`config.mk`:
```
export PLATFORM = sky130hd
export DESIGN_NAME = wsmac_unit
export DESIGN_NICKNAME = d
export VERILOG_FILES = /design/src/rtl/wsmac_pkg.sv /design/src/rtl/wsmac_decode.sv /design/src/rtl/wsmac_mul.sv /design/src/rtl/wsmac_rndsat.sv /design/src/rtl/wsmac_unit.sv
export SDC_FILE = /design/constraint.sdc
export NUM_CORES = 2
export LEC_CHECK = 0
export ABC_AREA = 1
export CAP_MARGIN = 20
export CORE_UTILIZATION = 35
export DETAILED_ROUTE_END_ITERATION = 8
export SLEW_MARGIN = 15
export SYNTH_ARGS = -nofsm -noshare
export SYNTH_HDL_FRONTEND = slang
export SYNTH_SLANG_ARGS = --single-unit
```
`constraint.sdc`:
```
create_clock -name clk -period 14.5 [get_ports clk]
set_input_delay 2.175 -clock clk [delete_from_list [all_inputs] [get_ports clk]]
set_output_delay 2.175 -clock clk [all_outputs]
set_load 0.05 [all_outputs]
```
`src/rtl/wsmac_pkg.sv`:
```
package wsmac_pkg;

    // Signedness / combine variant, indexed by the low two variant bits
    typedef enum logic [1:0] {
        WS_UU_ADD  = 2'd0,   // both unsigned, saturating add
        WS_SS_ADD  = 2'd1,   // both signed, saturating add
        WS_UXS_SUB = 2'd2,   // first unsigned, second signed, saturating subtract
        WS_SXU_SUB = 2'd3    // first signed, second unsigned, saturating subtract
    } ws_kind_e;

    typedef enum logic [1:0] {
        RND_NEAR_UP   = 2'd0,
        RND_NEAR_EVEN = 2'd1,
        RND_TRUNC     = 2'd2,
        RND_ODD       = 2'd3
    } ws_rnd_e;

    typedef struct packed {
        logic     legal;
        logic     use_scalar;
        ws_kind_e kind;
    } ws_dec_t;

    localparam logic [6:0] WS_OPCODE   = 7'b1010111;
    localparam logic [2:0] WS_F3_VEC   = 3'b000;
    localparam logic [2:0] WS_F3_SCAL  = 3'b100;
    localparam logic [3:0] WS_F6_GROUP = 4'b1111;

endpackage

```
`src/rtl/wsmac_decode.sv`:
```
module wsmac_decode
    import wsmac_pkg::*;
(
    input  logic [5:0] funct6,
    input  logic [2:0] funct3,
    input  logic [6:0] opcode,
    output ws_dec_t    dec
);
    logic form_ok;
    logic group_ok;

    always_comb begin
        group_ok       = (opcode == WS_OPCODE) && (funct6[5:2] == WS_F6_GROUP);
        // the signed-by-unsigned ordering has no vector form
        form_ok        = (funct3 == WS_F3_SCAL) ||
                         ((funct3 == WS_F3_VEC) && (funct6[1:0] != 2'b11));
        dec.legal      = group_ok && form_ok;
        dec.use_scalar = (funct3 == WS_F3_SCAL);
        dec.kind       = ws_kind_e'(funct6[1:0]);
    end
endmodule

```
`src/rtl/wsmac_mul.sv`:
```
module wsmac_mul #(
    parameter int SEW = 32
) (
    input  logic [SEW-1:0]          op_a,
    input  logic [SEW-1:0]          op_b,
    input  logic                    a_signed,
    input  logic                    b_signed,
    output logic signed [2*SEW+1:0] prod
);
    localparam int PW = 2 * SEW + 2;

    logic signed [PW-1:0] a_ext;
    logic signed [PW-1:0] b_ext;

    always_comb begin
        a_ext = {{(PW-SEW){a_signed & op_a[SEW-1]}}, op_a};
        b_ext = {{(PW-SEW){b_signed & op_b[SEW-1]}}, op_b};
        prod  = a_ext * b_ext;
    end
endmodule

```
`src/rtl/wsmac_rndsat.sv`:
```
module wsmac_rndsat
    import wsmac_pkg::*;
#(
    parameter int SEW = 32
) (
    input  logic signed [2*SEW+1:0] prod,
    input  logic [2*SEW-1:0]        acc,
    input  ws_kind_e                kind,
    input  ws_rnd_e                 rnd,
    input  logic                    legal,
    output logic [2*SEW-1:0]        result,
    output logic                    sat
);
    localparam int AW = 2 * SEW;
    localparam int PW = AW + 2;
    localparam int H  = SEW / 2;
    localparam int SW = PW - H;
    localparam int CW = AW + 2;

    logic [SW-1:0] kept;
    logic          guard;
    logic          sticky;
    logic          lsb;
    logic          incr;
    logic [CW-1:0] scaled;
    logic [CW-1:0] acc_x;
    logic [CW-1:0] sum;
    logic          is_sub;

    always_comb begin
        kept   = prod[PW-1:H];
        guard  = prod[H-1];
        sticky = |prod[H-2:0];
        lsb    = prod[H];
        incr   = 1'b0;
        case (rnd)
            RND_NEAR_UP:   incr = guard;
            RND_NEAR_EVEN: incr = guard & (sticky | lsb);
            RND_TRUNC:     incr = 1'b0;
            RND_ODD:       incr = ~lsb & (guard | sticky);
            default:       incr = 1'b0;
        endcase
        scaled = {{(CW-SW){kept[SW-1]}}, kept} + CW'(incr);
        acc_x  = (kind == WS_UU_ADD) ? {2'b00, acc} : {{2{acc[AW-1]}}, acc};
        is_sub = (kind == WS_UXS_SUB) || (kind == WS_SXU_SUB);
        sum    = is_sub ? (acc_x - scaled) : (acc_x + scaled);

        result = sum[AW-1:0];
        sat    = 1'b0;
        if (!legal) begin
            result = acc;
        end else if (kind == WS_UU_ADD) begin
            if (sum[AW]) begin
                result = '1;
                sat    = 1'b1;
            end
        end else if (sum[CW-1:AW-1] != {3{sum[CW-1]}}) begin
            sat    = 1'b1;
            result = sum[CW-1] ? {1'b1, {(AW-1){1'b0}}} : {1'b0, {(AW-1){1'b1}}};
        end
    end
endmodule

```
`src/rtl/wsmac_unit.sv`:
```
module wsmac_unit
    import wsmac_pkg::*;
#(
    parameter int SEW = 32
) (
    input  logic               clk,
    input  logic               rst_n,
    input  logic               in_valid,
    output logic               in_ready,
    input  logic [5:0]         in_funct6,
    input  logic [2:0]         in_funct3,
    input  logic [6:0]         in_opcode,
    input  logic [1:0]         in_rnd,
    input  logic [SEW-1:0]     in_vs2,
    input  logic [SEW-1:0]     in_vs1,
    input  logic [SEW-1:0]     in_scalar,
    input  logic [2*SEW-1:0]   in_acc,
    input  logic               out_ready,
    output logic               out_valid,
    output logic [2*SEW-1:0]   out_result,
    output logic               out_sat,
    output logic               out_illegal,
    output logic               sat_sticky
);
    localparam int AW = 2 * SEW;
    localparam int PW = AW + 2;

    typedef struct packed {
        logic                 s1_vld;
        logic                 s1_legal;
        ws_kind_e             s1_kind;
        ws_rnd_e              s1_rnd;
        logic signed [PW-1:0] s1_prod;
        logic [AW-1:0]        s1_acc;
        logic                 s2_vld;
        logic [AW-1:0]        s2_res;
        logic                 s2_sat;
        logic                 s2_ill;
        logic                 sticky;
    } pipe_t;

    pipe_t st_d, st_q;

    ws_dec_t              dec;
    logic [SEW-1:0]       mul_b;
    logic                 a_sgn;
    logic                 b_sgn;
    logic signed [PW-1:0] prod_w;
    logic [AW-1:0]        res_w;
    logic                 sat_w;
    logic                 advance;

    wsmac_decode u_dec (
        .funct6 (in_funct6),
        .funct3 (in_funct3),
        .opcode (in_opcode),
        .dec    (dec)
    );

    always_comb begin
        mul_b = dec.use_scalar ? in_scalar : in_vs1;
        a_sgn = (dec.kind == WS_SS_ADD) || (dec.kind == WS_SXU_SUB);
        b_sgn = (dec.kind == WS_SS_ADD) || (dec.kind == WS_UXS_SUB);
    end

    wsmac_mul #(.SEW(SEW)) u_mul (
        .op_a     (in_vs2),
        .op_b     (mul_b),
        .a_signed (a_sgn),
        .b_signed (b_sgn),
        .prod     (prod_w)
    );

    wsmac_rndsat #(.SEW(SEW)) u_rs (
        .prod   (st_q.s1_prod),
        .acc    (st_q.s1_acc),
        .kind   (st_q.s1_kind),
        .rnd    (st_q.s1_rnd),
        .legal  (st_q.s1_legal),
        .result (res_w),
        .sat    (sat_w)
    );

    assign advance = !st_q.s2_vld || out_ready;

    always_comb begin
        st_d = st_q;
        if (advance) begin
            st_d.s1_vld = in_valid;
            if (in_valid) begin
                st_d.s1_legal = dec.legal;
                st_d.s1_kind  = dec.kind;
                st_d.s1_rnd   = ws_rnd_e'(in_rnd);
                st_d.s1_prod  = prod_w;
                st_d.s1_acc   = in_acc;
            end
            st_d.s2_vld = st_q.s1_vld;
            if (st_q.s1_vld) begin
                st_d.s2_res = res_w;
                st_d.s2_sat = sat_w;
                st_d.s2_ill = !st_q.s1_legal;
                st_d.sticky = st_q.sticky | sat_w;
            end
        end
    end

    always_ff @(posedge clk) begin
        if (!rst_n) st_q <= '0;
        else        st_q <= st_d;
    end

    assign in_ready    = advance;
    assign out_valid   = st_q.s2_vld;
    assign out_result  = st_q.s2_res;
    assign out_sat     = st_q.s2_sat;
    assign out_illegal = st_q.s2_ill;
    assign sat_sticky  = st_q.sticky;


    stall_hold_chk: assert property (@(posedge clk) disable iff (!rst_n)
        (out_valid && !out_ready) |=> (out_valid && $stable(out_result) &&
                                       $stable(out_sat) && $stable(out_illegal)));

    stall_block_chk: assert property (@(posedge clk) disable iff (!rst_n)
        (out_valid && !out_ready) |-> !in_ready);

    sticky_hold_chk: assert property (@(posedge clk) disable iff (!rst_n)
        sat_sticky |=> sat_sticky);

    sticky_set_chk: assert property (@(posedge clk) disable iff (!rst_n)
        (out_valid && out_sat) |-> sat_sticky);

    clamp_value_chk: assert property (@(posedge clk) disable iff (!rst_n)
        (out_valid && out_sat) |-> ((out_result == {AW{1'b1}}) ||
                                    (out_result == {1'b1, {(AW-1){1'b0}}}) ||
                                    (out_result == {1'b0, {(AW-1){1'b1}}})));

    illegal_nosat_chk: assert property (@(posedge clk) disable iff (!rst_n)
        (out_valid && out_illegal) |-> !out_sat);
endmodule

```
==> results.py <==
metrics = {
    "timing": {
        "relSlewSlack_pct": 31.3,
        "worstMarginPinSlew_ps": 1030,
        "period_minus_slack_ps": 12040,
        "finalCritPeriodShare_pct": 83.0,
        "rsz0062_at_grt": "no",
        "max_freq_mhz": 83.1,
        "final_hold_viol_count": 0,
        "skew_ps": 11.4,
        "fin_tns_setup_ps": 0,
        "slew_violations": 0,
        "setup_viol": 0,
    },
    "logic_synthesis": {
        "ys_warn_count": 0,
        "yosysSeqAreaShare_pct": 7.36,
        "synthCells": 7384,
        "ys_ff_latch": 204,
        "syn-num-nets": 8998,
        "postSynthAreaPerCell_um2": 7.51,
        "async_reset_ff_share_pct": 0,
        "synth_cell_types": 49,
        "synth-main-ff-cell": "dfxtp_1",
        "synth_edf_count": 0,
        "synth_area_um2": 55500,
    },
    "floorplan": {
        "ioPinCount": 251,
        "die_y_um": 400,
        "chipWidth_um": 400,
        "row_count": 145,
        "core-area_um2": 157000,
        "dieArea_um2": 160000,
        "start_util_pct": 35.4,
    },
    "min_path": {
        "worstHoldEndpoint": "sat_sticky",
        "holdPathStages": 2,
        "hold_class": "reg -> reg",
        "hold_start": "sat_sticky",
    },
    "global_route": {
        "grt_pass1_wl_um": 293000,
        "grt_pass1_vias": 49668,
        "antenna_found_initial": 5,
        "grt_overflow": 0,
        "grt_max_degree": 94,
        "grt_usage_pct": 23.8,
    },
    "finish": {
        "syn2layout_area_growth_pct": 8.95,
        "final_nets": 8999,
        "drive_gt1_share_pct": 3.03,
        "layout_commonest_cell": "inv_1",
        "mostFrequentLayoutCells": "inv_1 (1773), nand2_1 (1525), fa_1 (1145)",
    },
    "clock_network": {
        "cts_tree": "built",
        "ctsHtreeMaxLevel": 1,
        "clock_sink_count": 204,
        "cts_resized": 0,
        "cts_buffer_depth": 3,
        "postCtsSetupRepairBufs": 0,
        "insertion_delay_ps": 570,
        "cts.clk_slew.worst_paths_ps": 60,
        "postCtsHoldBufs": 0,
        "numCtsBuffers": 25,
        "root_buffer": "clkbuf_16",
    },
    "critical_path": {
        "worstReg2RegEnd": "out_result[11]",
        "crit_type": "in -> reg",
        "r2r_start": "st_q[132]",
        "slowest_stage": "inv_1",
        "cpMostUsedCell": "fa_1",
        "start_kind": "input pin",
        "rrSetupSlack_ps": 6910,
        "slowest_delay_ps": 740,
        "crit_arrival_ps": 12490,
        "path_max_fanout": 24,
        "rr_worst_depth": 41,
        "cp.required_ps": 14950,
        "worstSetupEndpointType": "flip-flop",
    },
    "routing": {
        "vias": 47029,
        "viasPerCell": 4.97,
        "dr.pass1.iters": 8,
        "wire_per_inst_um": 20.0,
        "first_iter_violations": 3292,
        "drc_errors": 0,
        "ant_nets": 0,
        "routed_wl_um": 190000,
    },
    "status": {
        "status": "finished clean",
    },
    "placed_design": {
        "io_buffers": 250,
        "dp_hpwl_um": 158000,
        "gp_congestion": 0.956,
    },
    "job": {
        "maxCapViolCount": 0,
    },
}
worst max path at each step:
stage | startpoint | slack, ps | cells past startpoint | end
6_report | in_funct3[1] | 2460 | 34 | st_q[191]
5_1_grt | in_funct3[1] | 1990 | 34 | st_q[191]
4_1_cts | in_funct3[1] | 2550 | 34 | st_q[191]
3_5_place_dp | in_funct3[1] | 1980 | 34 | st_q[191]
3_3_place_gp | in_funct3[1] | 630 | 31 | st_q[191]
2_1_floorplan | in_funct3[1] | 4650 | 38 | st_q[189]
logic make-up after synthesis:
family          share of synthesized area [%]
buf+inv                                  15.2
xor+xnor                                 2.85
flops                                    7.36
simple gates                             18.0
fa+ha+maj                                47.8
compound gates                           8.83
sequential cells by signal, summed over array words and instances, names as in the netlist:
register / cells
out_illegal: 1
out_result: 64
out_sat: 1
out_valid: 1
sat_sticky: 1
st_q: 136
metal layers:
metal / share of wire (%) / wire length (µm) / up-vias / GRT usage, %
li1: - / - / 21668 / -
met3: 6.9 / 13000 / 339 / 3.37
met4: 4.3 / 8240 / 2 / 8.70
met2: 46 / 87400 / 1703 / 39.8
met5: 0.0069 / 13 / - / 0
met1: 43 / 80900 / 23317 / 31.3
through the flow:
step	instance area (µm²)	utilization (%)	instances	hold slack, ps	setup WS [ps]
4_1_cts	60400	38.5	9460	461	2550
5_1_grt	60400	38.6	9462	487	1990
2_1_floorplan	55500	-	7384	443	4650
6_report	60400	38.6	9463	460	2460
3_3_place_gp	59400	37.9	9403	438	631
3_5_place_dp	59600	38.0	9414	453	1980
cells in the mapped netlist, types with 14 or more instances:
library cell  count  area, µm²
inv_1          1780       6680
nand2_1        1528       5740
fa_1           1146      22900
nor2_1          727       2730
o21ai_0         390       1950
a21oi_1         359       1800
ha_1            286       3580
clkbuf_1        251        942
dfxtp_1         204       4080
xor2_1          122       1070
nand3_1          91        455
buf_4            64        480
xnor2_1          55        482
a31oi_1          37        231
buf_1            35        131
or2_2            35        219
nand4_1          33        206
nor3_1           31        155
o21bai_1         21        158
a21o_1           20        150
o211ai_1         16        120
o21a_1           15        113
a21boi_0         14        105
nor4_1           14       87.6
final cells by class:
| type | instances | area, µm² |
|---|---|---|
| fill | 16490 | 96300 |
| multi-input combinational | 5027 | 43000 |
| inverter | 1790 | 6720 |
| sequential | 204 | 4080 |
| timing repair buffer | 337 | 3220 |
| tap | 2058 | 2570 |
| clock buffer | 36 | 707 |
| clock inverter | 10 | 111 |
| antenna | 1 | 2.50 |
critical path: cells and delay by family:
kind                       cells  cell delay, ps
and+or+nand+nor                5            1200
xor gates and xnor gates       1             160
AOI/OAI and AO/OA              9            1790
buffers and inverters         10            2640
adders and majority gates      9            4500
Power is not shown: default switching activity piles up to over one toggle a cycle in this logic, so the estimate is an artifact.
